--- config.mk ---
export PLATFORM = sky130hd
export DESIGN_NAME = fcmd_top
export DESIGN_NICKNAME = d
export VERILOG_FILES = /design/src/rtl/fcmd_pkg.sv /design/src/rtl/fcmd_seq.sv /design/src/rtl/fcmd_tmo.sv /design/src/rtl/fcmd_blkset.sv /design/src/rtl/fcmd_top.sv
export SDC_FILE = /design/constraint.sdc
export NUM_CORES = 1
export LEC_CHECK = 0
export BUFFER_PORTS_ARGS = -buffer_cell sky130_fd_sc_hd__buf_4
export CAP_MARGIN = 25
export CELL_PAD_IN_SITES_DETAIL_PLACEMENT = 1
export CELL_PAD_IN_SITES_GLOBAL_PLACEMENT = 2
export CORE_MARGIN = 2
export CORE_UTILIZATION = 33
export CTS_CLUSTER_DIAMETER = 30
export DETAILED_ROUTE_END_ITERATION = 12
export PLACE_DENSITY_LB_ADDON = 0.1
export SLEW_MARGIN = 20
export SYNTH_ARGS = -nofsm -noshare
export SYNTH_HDL_FRONTEND = slang
export SYNTH_SLANG_ARGS = --single-unit
export TNS_END_PERCENT = 20
--- constraint.sdc ---
create_clock -name clk -period 3.25 [get_ports clk]
set_input_delay 0.325 -clock clk [delete_from_list [all_inputs] [get_ports clk]]
set_output_delay 0.325 -clock clk [all_outputs]
set_load 0.01 [all_outputs]
--- src/rtl/fcmd_pkg.sv ---
package fcmd_pkg;

    typedef enum logic [1:0] {
        MD_READ = 2'd0,
        MD_BUSY = 2'd1,
        MD_SUSP = 2'd2,
        MD_STAT = 2'd3
    } mode_e;

    typedef enum logic [1:0] {
        OP_NONE = 2'd0,
        OP_WORD = 2'd1,
        OP_ZERO = 2'd2,
        OP_ONES = 2'd3
    } op_e;

    typedef enum logic [2:0] {
        EV_NONE,
        EV_PROG,
        EV_BERS,
        EV_CERS,
        EV_BAD
    } ev_e;

    localparam logic [13:0] KEY_ADDR_A = 14'h2A54;
    localparam logic [13:0] KEY_ADDR_B = 14'h1554;

    localparam logic [7:0] CB_KEY1 = 8'hAA;
    localparam logic [7:0] CB_KEY2 = 8'h55;
    localparam logic [7:0] CB_WORD = 8'hA0;
    localparam logic [7:0] CB_EEN  = 8'h80;
    localparam logic [7:0] CB_CHIP = 8'h10;
    localparam logic [7:0] CB_CONF = 8'h30;
    localparam logic [7:0] CB_SUSP = 8'hB0;
    localparam logic [7:0] CB_RST  = 8'hF0;

endpackage

--- src/rtl/fcmd_seq.sv ---
module fcmd_seq
    import fcmd_pkg::*;
#(
    parameter int ADDR_W = 16
) (
    input  logic              clk,
    input  logic              rst_n,
    input  logic              en,
    input  logic              ers_ok,
    input  logic              wr,
    input  logic [ADDR_W-1:0] addr,
    input  logic [7:0]        dat,
    output ev_e               ev,
    output logic              idle,
    output logic              pgm
);

    typedef enum logic [2:0] {D_IDLE, D_U1, D_U2, D_PGM, D_EE, D_EU1, D_EU2} dst_e;

    dst_e        st, nst;
    logic [13:0] a14;

    assign a14 = addr[13:0];

    always_ff @(posedge clk or negedge rst_n) begin
        if (!rst_n) st <= D_IDLE;
        else        st <= nst;
    end

    always_comb begin
        nst = st;
        ev  = EV_NONE;
        if (!en) begin
            nst = D_IDLE;
        end else if (wr) begin
            if (dat == CB_RST && st != D_PGM) begin
                nst = D_IDLE;
            end else begin
                unique case (st)
                    D_IDLE: if (dat == CB_KEY1 && a14 == KEY_ADDR_A) nst = D_U1;
                    D_U1: begin
                        if (dat == CB_KEY2 && a14 == KEY_ADDR_B) nst = D_U2;
                        else begin nst = D_IDLE; ev = EV_BAD; end
                    end
                    D_U2: begin
                        if (dat == CB_WORD && a14 == KEY_ADDR_A) nst = D_PGM;
                        else if (ers_ok && dat == CB_EEN && a14 == KEY_ADDR_B) nst = D_EE;
                        else begin nst = D_IDLE; ev = EV_BAD; end
                    end
                    D_PGM: begin
                        nst = D_IDLE;
                        ev  = EV_PROG;
                    end
                    D_EE: begin
                        if (dat == CB_KEY1 && a14 == KEY_ADDR_A) nst = D_EU1;
                        else begin nst = D_IDLE; ev = EV_BAD; end
                    end
                    D_EU1: begin
                        if (dat == CB_KEY2 && a14 == KEY_ADDR_B) nst = D_EU2;
                        else begin nst = D_IDLE; ev = EV_BAD; end
                    end
                    D_EU2: begin
                        nst = D_IDLE;
                        if (dat == CB_CHIP && a14 == KEY_ADDR_B) ev = EV_CERS;
                        else if (dat == CB_CONF)                 ev = EV_BERS;
                        else                                     ev = EV_BAD;
                    end
                    default: nst = D_IDLE;
                endcase
            end
        end
    end

    assign idle = (st == D_IDLE);
    assign pgm  = (st == D_PGM);

endmodule

--- src/rtl/fcmd_tmo.sv ---
module fcmd_tmo #(
    parameter int TMO_CYC = 32
) (
    input  logic clk,
    input  logic rst_n,
    input  logic run,
    input  logic restart,
    output logic expired
);

    localparam int CW = (TMO_CYC > 2) ? $clog2(TMO_CYC) : 1;
    localparam logic [CW-1:0] LAST = CW'(TMO_CYC - 1);

    logic [CW-1:0] cnt;

    always_ff @(posedge clk or negedge rst_n) begin
        if (!rst_n)                cnt <= '0;
        else if (!run || restart)  cnt <= '0;
        else if (cnt != LAST)      cnt <= cnt + 1'b1;
    end

    assign expired = run && (cnt == LAST);

endmodule

--- src/rtl/fcmd_blkset.sv ---
module fcmd_blkset #(
    parameter int BLK_W = 3
) (
    input  logic                   clk,
    input  logic                   rst_n,
    input  logic                   clr_all,
    input  logic                   set_all,
    input  logic                   add_en,
    input  logic [BLK_W-1:0]       add_blk,
    input  logic                   del_en,
    input  logic [BLK_W-1:0]       del_blk,
    output logic [(1<<BLK_W)-1:0]  set_v,
    output logic [BLK_W-1:0]       cur,
    output logic [BLK_W-1:0]       nxt,
    output logic                   last
);

    localparam int NBLK = 1 << BLK_W;

    logic [NBLK-1:0] cur_oh;
    logic [NBLK-1:0] rest;

    function automatic logic [BLK_W-1:0] low_idx(input logic [NBLK-1:0] v);
        logic [BLK_W-1:0] r;
        r = '0;
        for (int i = NBLK - 1; i >= 0; i--) begin
            if (v[i]) r = BLK_W'(i);
        end
        return r;
    endfunction

    always_ff @(posedge clk or negedge rst_n) begin
        if (!rst_n)       set_v <= '0;
        else if (clr_all) set_v <= '0;
        else if (set_all) set_v <= '1;
        else begin
            if (add_en) set_v[add_blk] <= 1'b1;
            if (del_en) set_v[del_blk] <= 1'b0;
        end
    end

    assign cur = low_idx(set_v);

    generate
        for (genvar g = 0; g < NBLK; g++) begin : g_oh
            assign cur_oh[g] = (cur == BLK_W'(g));
        end
    endgenerate

    assign rest = set_v & ~cur_oh;
    assign nxt  = low_idx(rest);
    assign last = (rest == '0);

endmodule

--- src/rtl/fcmd_top.sv ---
module fcmd_top
    import fcmd_pkg::*;
#(
    parameter int ADDR_W  = 16,
    parameter int BLK_W   = 3,
    parameter int TMO_CYC = 32
) (
    input  logic                  clk,
    input  logic                  rst_n,
    input  logic                  wr_i,
    input  logic [ADDR_W-1:0]     addr_i,
    input  logic [15:0]           data_i,
    input  logic                  done_i,
    input  logic                  fail_i,
    output logic [1:0]            mode_o,
    output logic                  start_o,
    output logic [1:0]            op_o,
    output logic [BLK_W-1:0]      blk_o,
    output logic                  susp_o,
    output logic                  abort_o,
    output logic [(1<<BLK_W)-1:0] bad_o
);

    localparam int NBLK = 1 << BLK_W;

    typedef enum logic [2:0] {
        C_READ, C_PROG, C_TMO, C_PREP, C_ERAS, C_SUSP, C_SPRG, C_ERR
    } cst_e;

    typedef enum logic [1:0] {PH_WIN, PH_ZERO, PH_ONES} ph_e;

    cst_e             st, nst;
    ph_e              ph, nph;
    logic             start_n, susp_n, abort_n;
    op_e              op_q, op_n;
    logic [BLK_W-1:0] blk_q, blk_n;
    logic [NBLK-1:0]  bad_q, bad_n;

    logic [7:0]       cb;
    logic [BLK_W-1:0] blk_in;
    ev_e              ev;
    logic             dec_idle, dec_pgm;
    logic             tmo_exp, tmo_restart;
    logic             clr_all, set_all, add_en, del_en;
    logic [NBLK-1:0]  set_v;
    logic [BLK_W-1:0] cur, nxt;
    logic             last;
    logic             rst_cmd;

    assign cb      = data_i[7:0];
    assign blk_in  = addr_i[ADDR_W-1 -: BLK_W];
    assign rst_cmd = wr_i && cb == CB_RST && !dec_pgm;

    fcmd_seq #(.ADDR_W(ADDR_W)) u_seq (
        .clk    (clk),
        .rst_n  (rst_n),
        .en     (st == C_READ || st == C_SUSP),
        .ers_ok (st == C_READ),
        .wr     (wr_i),
        .addr   (addr_i),
        .dat    (cb),
        .ev     (ev),
        .idle   (dec_idle),
        .pgm    (dec_pgm)
    );

    assign tmo_restart = (st == C_TMO) && wr_i && cb == CB_CONF;

    fcmd_tmo #(.TMO_CYC(TMO_CYC)) u_tmo (
        .clk     (clk),
        .rst_n   (rst_n),
        .run     (st == C_TMO),
        .restart (tmo_restart),
        .expired (tmo_exp)
    );

    fcmd_blkset #(.BLK_W(BLK_W)) u_set (
        .clk     (clk),
        .rst_n   (rst_n),
        .clr_all (clr_all),
        .set_all (set_all),
        .add_en  (add_en),
        .add_blk (blk_in),
        .del_en  (del_en),
        .del_blk (cur),
        .set_v   (set_v),
        .cur     (cur),
        .nxt     (nxt),
        .last    (last)
    );

    always_comb begin
        nst     = st;
        nph     = ph;
        start_n = 1'b0;
        susp_n  = 1'b0;
        abort_n = 1'b0;
        op_n    = op_q;
        blk_n   = blk_q;
        bad_n   = bad_q;
        clr_all = 1'b0;
        set_all = 1'b0;
        add_en  = 1'b0;
        del_en  = 1'b0;
        unique case (st)
            C_READ: begin
                unique case (ev)
                    EV_PROG: begin
                        nst = C_PROG; start_n = 1'b1; op_n = OP_WORD; blk_n = blk_in;
                    end
                    EV_BERS: begin
                        nst = C_TMO; add_en = 1'b1;
                    end
                    EV_CERS: begin
                        nst = C_PREP; set_all = 1'b1;
                        start_n = 1'b1; op_n = OP_ZERO; blk_n = '0;
                    end
                    EV_BAD:  abort_n = 1'b1;
                    default: ;
                endcase
            end
            C_PROG: begin
                if (fail_i)      nst = C_ERR;
                else if (done_i) nst = C_READ;
            end
            C_TMO: begin
                if (wr_i && cb == CB_CONF) begin
                    add_en = 1'b1;
                end else if (wr_i && cb == CB_SUSP) begin
                    nst = C_SUSP; nph = PH_WIN; susp_n = 1'b1;
                end else if (rst_cmd) begin
                    nst = C_READ; clr_all = 1'b1; abort_n = 1'b1;
                end else if (tmo_exp) begin
                    nst = C_PREP; start_n = 1'b1; op_n = OP_ZERO; blk_n = cur;
                end
            end
            C_PREP, C_ERAS: begin
                if (wr_i && cb == CB_SUSP) begin
                    nst = C_SUSP; susp_n = 1'b1;
                    nph = (st == C_PREP) ? PH_ZERO : PH_ONES;
                end else if (rst_cmd) begin
                    nst = C_READ; clr_all = 1'b1; abort_n = 1'b1;
                    bad_n[cur] = 1'b1;
                end else if (fail_i) begin
                    nst = C_ERR;
                end else if (done_i) begin
                    if (st == C_PREP) begin
                        nst = C_ERAS; start_n = 1'b1; op_n = OP_ONES; blk_n = cur;
                    end else begin
                        del_en = 1'b1;
                        bad_n[cur] = 1'b0;
                        if (last) nst = C_READ;
                        else begin
                            nst = C_PREP; start_n = 1'b1; op_n = OP_ZERO; blk_n = nxt;
                        end
                    end
                end
            end
            C_SUSP: begin
                if (rst_cmd) begin
                    nst = C_READ; clr_all = 1'b1; abort_n = 1'b1;
                    bad_n[cur] = 1'b1;
                end else if (wr_i && dec_idle && cb == CB_CONF) begin
                    start_n = 1'b1; blk_n = cur;
                    if (ph == PH_ONES) begin nst = C_ERAS; op_n = OP_ONES; end
                    else               begin nst = C_PREP; op_n = OP_ZERO; end
                end else begin
                    unique case (ev)
                        EV_PROG: begin
                            if (set_v[blk_in]) abort_n = 1'b1;
                            else begin
                                nst = C_SPRG; start_n = 1'b1; op_n = OP_WORD; blk_n = blk_in;
                            end
                        end
                        EV_BAD:  abort_n = 1'b1;
                        default: ;
                    endcase
                end
            end
            C_SPRG: begin
                if (fail_i)      nst = C_ERR;
                else if (done_i) nst = C_SUSP;
            end
            C_ERR: begin
                if (rst_cmd) begin
                    nst = C_READ; clr_all = 1'b1;
                end
            end
            default: nst = C_READ;
        endcase
    end

    always_ff @(posedge clk or negedge rst_n) begin
        if (!rst_n) begin
            st      <= C_READ;
            ph      <= PH_WIN;
            start_o <= 1'b0;
            susp_o  <= 1'b0;
            abort_o <= 1'b0;
            op_q    <= OP_NONE;
            blk_q   <= '0;
            bad_q   <= '0;
        end else begin
            st      <= nst;
            ph      <= nph;
            start_o <= start_n;
            susp_o  <= susp_n;
            abort_o <= abort_n;
            op_q    <= op_n;
            blk_q   <= blk_n;
            bad_q   <= bad_n;
        end
    end

    always_comb begin
        unique case (st)
            C_READ:  mode_o = MD_READ;
            C_SUSP:  mode_o = MD_SUSP;
            C_ERR:   mode_o = MD_STAT;
            default: mode_o = MD_BUSY;
        endcase
    end

    assign op_o  = op_q;
    assign blk_o = blk_q;
    assign bad_o = bad_q;

endmodule

== Yosys cells after proc, flatten, opt, wreduce, memory -nomap -nowiden ==
Cells that the tools add are included.
Operators by class
  add/subtract/negate cells: 1
  order comparisons: 4
  eq/ne operators: 67
  muxes and demuxes: 158
  bitwise operators: 7
  reductions and logical operators: 39
Operators by type and width (number)
  two-way mux 3 bit: 66
  two-way mux 8 bit: 12
  equality test 8 bit, second input constant: 5
  two-way mux 2 bit: 20
  two-way mux 1 bit: 38
  equality test 3 bit, second input constant: 12
  case mux 3 bit (5 select lines): 2
  inequality test 2 bit, second input constant: 14
  bitwise AND 8 bit: 3
  equality test 3 x 2 -> 1 bit, second input constant: 8
  inequality test 3 bit, second input constant: 8
  case mux 3 bit (7 select lines): 1
  logical AND 1 bit: 18
  inequality test 4 bit, second input constant: 4
  NOT 8 bit: 2
  bitwise OR 8 bit: 2
  case mux 8 bit (2 select lines): 1
  equality test 14 x 13 -> 1 bit, second input constant: 1
  equality test 14 bit, second input constant: 1
  AND reduction 14 bit: 1
  equality test 3 x 1 -> 1 bit, second input constant: 4
  case mux 3 bit (4 select lines): 1
  two-way mux 5 bit: 2
  inequality test 5 bit, second input constant: 2
  other kinds (32): 48
Storage, ports and cells
  flip-flop bits (word level): 37
  bits of input ports: 37
  output and inout port bits: 18
  logic and storage cells: 287

== Logic depth before layout (Yosys ltp) ==
  depth in word-level cells: 26
  depth in mapped cells: 10
  gate-level depth less buffers: 8

== Modules after synthesis ==
A second synthesis with hierarchy kept.
Unflattened totals
  cell total of the unflattened synthesis: 392
  area total of the unflattened synthesis: 3280.6 sq um
Modules (own cells, without submodules)
  fcmd_top: instances 1, cells an instance 213, area each 1848.0 sq um, sequential area each 525.5 sq um
  fcmd_blkset: instances 1, cells an instance 90, area each 670.6 sq um, sequential area each 200.2 sq um
  fcmd_seq: instances 1, cells an instance 66, area each 484.2 sq um, sequential area each 75.1 sq um
  fcmd_tmo: instances 1, cells an instance 23, area each 277.8 sq um, sequential area each 125.1 sq um

== Least setup slack after synthesis ==
OpenSTA, ideal clock, no wires.
  path type: register -> register
  from: reg u_set.set_v[2]
  to: reg blk_q[0], in the netlist blk_o[0]
  library setup time: 125 ps
  arrival time: 2327 ps
  data required time: 3125 ps
  setup slack: 798 ps
  stages on the path, launching flop included: 9
  buffers on the path: 2
  period minus slack after synthesis: 2452 ps
  cell sequence: dfrtp_1 > or4_1 > clkbuf_1 > maj3_2 > nor3_2 > o22ai_1 > a211o_1 > buf_6 > mux2_4
Between the ends
  word-level cells in the longest chain between the ends: 21
  elaborated cells between the ends (all ways): 40
  classes of those cells: eq/ne (9); mux (26); bitwise (2); reduce/logical (3)
RTL lines
  start, declared: RTL line fcmd_blkset.sv:12  | output logic [(1<<BLK_W)-1:0] set_v,
  start signal, assigned: RTL line fcmd_blkset.sv:33  | if (!rst_n) set_v <= '0;
  start signal, assigned: RTL line fcmd_blkset.sv:34  | else if (clr_all) set_v <= '0;
  start signal, assigned: RTL line fcmd_blkset.sv:35  | else if (set_all) set_v <= '1;
  two-way mux 3 bit (3 in a row): RTL line fcmd_blkset.sv:27  | if (v[i]) r = BLK_W'(i);
  equality test 3 bit: RTL line fcmd_blkset.sv:46  | assign cur_oh[g] = (cur == BLK_W'(g));
  NOT 8 bit: RTL line fcmd_blkset.sv:50  | assign rest = set_v & ~cur_oh;
  bitwise AND 8 bit: RTL line fcmd_blkset.sv:50
  two-way mux 3 bit (8 in a row): RTL line fcmd_blkset.sv:27
  two-way mux 3 bit: RTL line fcmd_top.sv:152  | if (last) nst = C_READ;
  two-way mux 3 bit: RTL line fcmd_top.sv:147  | if (st == C_PREP) begin
  two-way mux 3 bit: RTL line fcmd_top.sv:146  | end else if (done_i) begin
  two-way mux 3 bit: RTL line fcmd_top.sv:144  | end else if (fail_i) begin
  two-way mux 3 bit: RTL line fcmd_top.sv:141  | end else if (rst_cmd) begin
  two-way mux 3 bit: RTL line fcmd_top.sv:138  | if (wr_i && cb == CB_SUSP) begin
  case mux 3 bit (4 select lines): RTL line fcmd_top.sv:105  | unique case (st)
  end signal, assigned: RTL line fcmd_top.sv:210  | blk_q <= blk_n;
  end, declared: RTL line fcmd_top.sv:36  | logic [BLK_W-1:0] blk_q, blk_n;
Parallel ways exist; a longest one is shown, timed or not. The select of a mux whose other input is x is not followed.
A chain may end at the register's enable or synchronous reset.

== Worst setup path in the final report ==
  from: reg u_seq.st[2]
  to: reg u_set.set_v[3]
Between the ends
  word-level cells in the longest chain between the ends: 16
  elaborated cells between the ends (all ways): 35
  classes of those cells: eq/ne (9); mux (21); bitwise (1); reduce/logical (4)
RTL lines
  start, declared: RTL line fcmd_seq.sv:20  | dst_e st, nst;
  start signal, assigned: RTL line fcmd_seq.sv:27  | else st <= nst;
  equality test 3 x 1 -> 1 bit / equality test 3 bit (equally long branches): RTL line fcmd_seq.sv:39  | unique case (st)
  OR reduction 2 bit (no source line)
  case mux 3 bit (5 select lines): RTL line fcmd_seq.sv:39
  two-way mux 3 bit: RTL line fcmd_seq.sv:36  | if (dat == CB_RST && st != D_PGM) begin
  two-way mux 3 bit: RTL line fcmd_seq.sv:35  | end else if (wr) begin
  two-way mux 3 bit: RTL line fcmd_seq.sv:33  | if (!en) begin
  equality test 3 x 2 -> 1 bit: RTL line fcmd_top.sv:107  | unique case (ev)
  two-way mux 1 bit: RTL line fcmd_top.sv:107
  case mux 1 bit (2 select lines): RTL line fcmd_top.sv:105
  two-way mux 8 bit: RTL line fcmd_blkset.sv:37  | if (add_en) set_v[add_blk] <= 1'b1;
  two-way mux 8 bit: RTL line fcmd_blkset.sv:35
  two-way mux 8 bit: RTL line fcmd_blkset.sv:34
  bitwise AND 8 bit (no source line)
  two-way mux 8 bit: RTL line fcmd_blkset.sv:38  | if (del_en) set_v[del_blk] <= 1'b0;
  two-way mux 8 bit: RTL line fcmd_blkset.sv:35
  two-way mux 8 bit (*): RTL line fcmd_blkset.sv:34
  end signal, assigned: RTL line fcmd_blkset.sv:34
  end signal, assigned: RTL line fcmd_blkset.sv:35
  end signal, assigned by index: RTL line fcmd_blkset.sv:38
Mark *: on every way between the ends. The rest lies on a longest branch, timed or not. The select of a mux whose other input is x is not followed.

==> report_table.html <==
<table>
<tr><th>Metric</th><th>Value</th></tr>
<tr><th colspan="2">Status</th></tr>
<tr><td>Run status</td><td>finished, violations left</td></tr>
<tr><td>Failing checks</td><td>negative hold slack</td></tr>
<tr><th colspan="2">Clock tree</th></tr>
<tr><td>Clock tree root buffer cell</td><td>clkbuf_8</td></tr>
<tr><td>Htree depth</td><td>2</td></tr>
<tr><td>CTS tree</td><td>yes</td></tr>
<tr><td>Sink count of the clock tree</td><td>37</td></tr>
<tr><td>Num CTS Buffers</td><td>5</td></tr>
<tr><td>Clock Latency Late Sink</td><td>0.30 ns</td></tr>
<tr><td>Clock-pin slew reported for the worst setup and hold paths after clock tree synthesis</td><td>roughly 0.10 ns</td></tr>
<tr><td>Post-CTS setup buffers</td><td>0</td></tr>
<tr><td>Post-CTS Resized</td><td>0</td></tr>
<tr><td>Clock Tree Buf Depth</td><td>2</td></tr>
<tr><td># hold bufs at CTS</td><td>0</td></tr>
<tr><th colspan="2">Place</th></tr>
<tr><td>HPWL Detailed</td><td>8.38 mm</td></tr>
<tr><td>Input/output buffers</td><td>46</td></tr>
<tr><td>Global placer's final weighted congestion</td><td>0.845</td></tr>
<tr><td># placed instances</td><td>558</td></tr>
<tr><td>Pre-CTS setup slack</td><td>approximately 0.43 ns</td></tr>
<tr><th colspan="2">Yosys</th></tr>
<tr><td>Cell with the most instances after synthesis</td><td>nor2_1</td></tr>
<tr><td>Most frequently used flop master after synthesis</td><td>dfrtp_1</td></tr>
<tr><td>EDFF count, synth</td><td>0</td></tr>
<tr><td>Number of instances in the synthesized netlist</td><td>392</td></tr>
<tr><td>Area contributors post-synth</td><td>dfrtp_1 29%, nor2_1 6.0%, a21oi_1 3.5%, nand2_1 3.0%, nor3_1 2.7%</td></tr>
<tr><td>Share of synthesized area occupied by flip-flops and latches</td><td>between 20% and 30%</td></tr>
<tr><td>Seq cells post-synth</td><td>37</td></tr>
<tr><td>Netlist cell types</td><td>slightly below 80</td></tr>
<tr><td>Number of warning messages in the yosys log</td><td>0</td></tr>
<tr><td>Mapped Avg Cell Area</td><td>8.08 µm²</td></tr>
<tr><td>Proportion of register bits with asynchronous set or reset after synthesis</td><td>100%</td></tr>
<tr><td>Synth cell count leaders</td><td>51 x nor2_1, 37 x dfrtp_1, 25 x nand2_1</td></tr>
<tr><td>Leading area contributor after synthesis</td><td>dfrtp_1</td></tr>
<tr><td>Syn nets</td><td>431</td></tr>
<tr><td>Top cell type's share of synthesized area</td><td>29.2%</td></tr>
<tr><td>Post-Synthesis Cell Area</td><td>3170 µm²</td></tr>
<tr><th colspan="2">Floorplan</th></tr>
<tr><td>Height of the die</td><td>102 µm</td></tr>
<tr><td>Floorplan row count</td><td>35</td></tr>
<tr><td>Die area</td><td>between 10000 and 15000 µm²</td></tr>
<tr><td>Starting density of the core</td><td>34.1%</td></tr>
<tr><td>Num ports</td><td>55</td></tr>
<tr><td>Horizontal die dimension</td><td>102 µm</td></tr>
<tr><td>Core footprint</td><td>9280 µm²</td></tr>
<tr><th colspan="2">Global route</th></tr>
<tr><td>Largest net degree at the start of global routing</td><td>38</td></tr>
<tr><td>Aggregate global-route resource usage</td><td>21.9%</td></tr>
<tr><td>Wire length of the first global-routing pass</td><td>between 15 and 20 mm</td></tr>
<tr><td>Congestion Overflow GR</td><td>0</td></tr>
<tr><td>Vias in the first global route</td><td>3279</td></tr>
<tr><td>Initial antenna violation count</td><td>0</td></tr>
<tr><th colspan="2">Cells and area</th></tr>
<tr><td># fillers</td><td>~1100</td></tr>
<tr><td>Nets@finish</td><td>around 480</td></tr>
<tr><td>Number of antenna cells inserted</td><td>0</td></tr>
<tr><td>Number of standard cells in the final layout excluding fillers</td><td>566</td></tr>
<tr><td>Fraction of layout instances using a drive strength above 1</td><td>23.3%</td></tr>
<tr><td>Area delta synth-&gt;final</td><td>20.8%</td></tr>
<tr><th colspan="2">STA</th></tr>
<tr><td>Fin. max-slew vios</td><td>0</td></tr>
<tr><td>Worst-Margin Slew</td><td>approximately 0.67 ns</td></tr>
<tr><td>Peak Freq</td><td>roughly 360 MHz</td></tr>
<tr><td>Worst-case headroom to the max-slew limit</td><td>54.9%</td></tr>
<tr><td>Worst Skew</td><td>0.00945 ns</td></tr>
<tr><td>Least setup slack across all paths after layout</td><td>0.441 ns</td></tr>
<tr><td>Worst hold slack across all endpoints</td><td>-0.0173 ns</td></tr>
<tr><td>Final hold violation count</td><td>14</td></tr>
<tr><td>Final count of negative-setup-slack endpoints</td><td>0</td></tr>
<tr><td>Portion of the clock cycle consumed by the worst path in the final layout</td><td>86.4%</td></tr>
<tr><td>Final total negative setup slack</td><td>0 ns</td></tr>
<tr><td>Minimum clock period</td><td>around 2.8 ns</td></tr>
<tr><td>RSZ-0062 raised after global routing</td><td>no</td></tr>
<tr><th colspan="2">Setup path</th></tr>
<tr><td>R2R Path Start</td><td>u_seq.st[2]</td></tr>
<tr><td>Kind of end point of the critical path</td><td>flop</td></tr>
<tr><td>Slowest cell on the critical path</td><td>or4b_2</td></tr>
<tr><td>Slack of the worst reg-to-reg path</td><td>~0.44 ns</td></tr>
<tr><td>Arrival time at the worst endpoint</td><td>3.03 ns</td></tr>
<tr><td>Path type of the worst setup path</td><td>flop to flop</td></tr>
<tr><td>Kind of start point of the critical path</td><td>flop</td></tr>
<tr><td>Number of cells traversed by the worst register-to-register path</td><td>6</td></tr>
<tr><td>R2R Path End</td><td>u_set.set_v[3]</td></tr>
<tr><td>Cell Chain, Critical Path</td><td>and3b_1, or4_1, or4b_2, a21oi_1, a311oi_1, nor3_1</td></tr>
<tr><td>Delay contributed by the slowest stage of the critical path</td><td>0.72 ns</td></tr>
<tr><td>Largest driver fanout on the critical path</td><td>8</td></tr>
<tr><td>Data required, critical path</td><td>roughly 3.5 ns</td></tr>
<tr><th colspan="2">Route</th></tr>
<tr><td>Vias post-DR</td><td>3253</td></tr>
<tr><td>Final wirelength</td><td>around 11 mm</td></tr>
<tr><td>Antenna viol nets, final</td><td>0</td></tr>
<tr><td>Violation count after the first detailed-route iteration</td><td>130</td></tr>
<tr><td>DRT Pass-1 Iters</td><td>4</td></tr>
<tr><td>Drt via density</td><td>roughly 5.7</td></tr>
<tr><td>Average wire per standard cell</td><td>19.3 µm</td></tr>
<tr><td>DR DRC count</td><td>0</td></tr>
<tr><th colspan="2">Pwr</th></tr>
<tr><td>Largest voltage drop on the vdd net</td><td>0.202 mV</td></tr>
<tr><td>Pwr/cell area</td><td>570 nW/µm²</td></tr>
<tr><td>Total leakage power</td><td>0.00151 µW</td></tr>
<tr><th colspan="2">Min path</th></tr>
<tr><td>HP Class</td><td>primary input to asynchronous set/reset pin</td></tr>
<tr><th colspan="2">Run</th></tr>
<tr><td>Max-cap violations</td><td>0</td></tr>
</table>
power breakdown:
part           internal (µW)  total (µW)  switching (µW)  leakage [µW]
Clock                    310         519             209     0.0000687
Sequential               532         630            98.1      0.000486
Combinational            445        1030             589      0.000958
Total                   1290        2180             896       0.00151
how the worst max path moves through the flow:
| stage | slack, ns | start | end |
|---|---|---|---|
| 2_1_floorplan | 0.80 | u_set.set_v[2] | blk_o[0] |
| 4_1_cts | 0.45 | u_seq.st[2] | u_set.set_v[3] |
| 5_1_grt | 0.31 | u_seq.st[2] | u_set.set_v[3] |
| 3_5_place_dp | 0.43 | data_i[1] | op_o[0] |
| 3_3_place_gp | 0.43 | data_i[0] | st[1] |
| 6_report | 0.44 | u_seq.st[2] | u_set.set_v[3] |
final cells by class:
cell class                 instances  area (µm²)  share of cell area, %
clock inverter                     3        68.8                   1.80
clock buffer                       5        68.8                   1.80
tap                              129         161                   4.22
inverter                          19        71.3                   1.86
timing repair buffer              66         495                   12.9
multi-input combinational        307        2040                   53.2
sequential                        37         926                   24.2
metrics by stage:
step                      utilization [%]  power, µW  hold WS, ns  cell area [µm²]
after floorplan                         -       1280       0.0294             3170
after global routing                 41.2       2320       0.0129             3830
after global placement               39.8       1650        0.340             3690
final                                41.2       2180      -0.0173             3830
after CTS                            41.2       2190      0.00732             3830
after detailed placement             39.8       1660        0.340             3690
per-layer routing:
layer / track usage (%) / vias to the layer above / part of all wire (%)
met3: 2.67 / 5 / 4.5
met5: 0 / - / 0
li1: - / 1568 / -
met4: 3.59 / 0 / 0.54
met1: 32.7 / 1605 / 49
met2: 34.4 / 75 / 46
cells in the final DEF, fill, tap and decap left out, types with 4 or more instances in the layout:
cell type	netlist	final
nor3_1	17	17
mux2_2	4	4
o22a_1	5	5
or4_1	5	5
nand2_1	25	25
nor2_1	51	51
nor2b_1	4	4
a211oi_1	8	8
and3_1	5	5
a31oi_1	6	6
a21oi_1	22	22
o21ai_0	16	16
nor4_1	9	9
a311oi_1	5	5
nand4_1	8	8
o22ai_1	5	5
buf_4	1	66
a2111oi_0	4	4
nand2b_1	7	7
and2_1	4	4
dfrtp_1	37	37
inv_1	19	19
nand3_1	9	9
clkbuf_8	0	5
mux2i_1	6	6
nor3b_1	4	4
critical path, delay by kind of cell (launching register included):
kind               cells  cell delay, ns
AOI/OAI and AO/OA      2            0.53
DFF                    1            0.45
and+or+nand+nor        4            1.74
cell families (layout without fill, tap and decap cells):
family,after synthesis,in the layout,synth area share [%]
AOI/OAI and AO/OA,106,106,24.6
xor gates and xnor gates,4,4,1.11
adders and majority gates,4,4,1.46
buffers and inverters,48,93,6.51
DFF,37,37,29.2
muxes,14,14,5.68
and+or+nand+nor,179,179,31.4
Power figures use the tool's default switching activity.
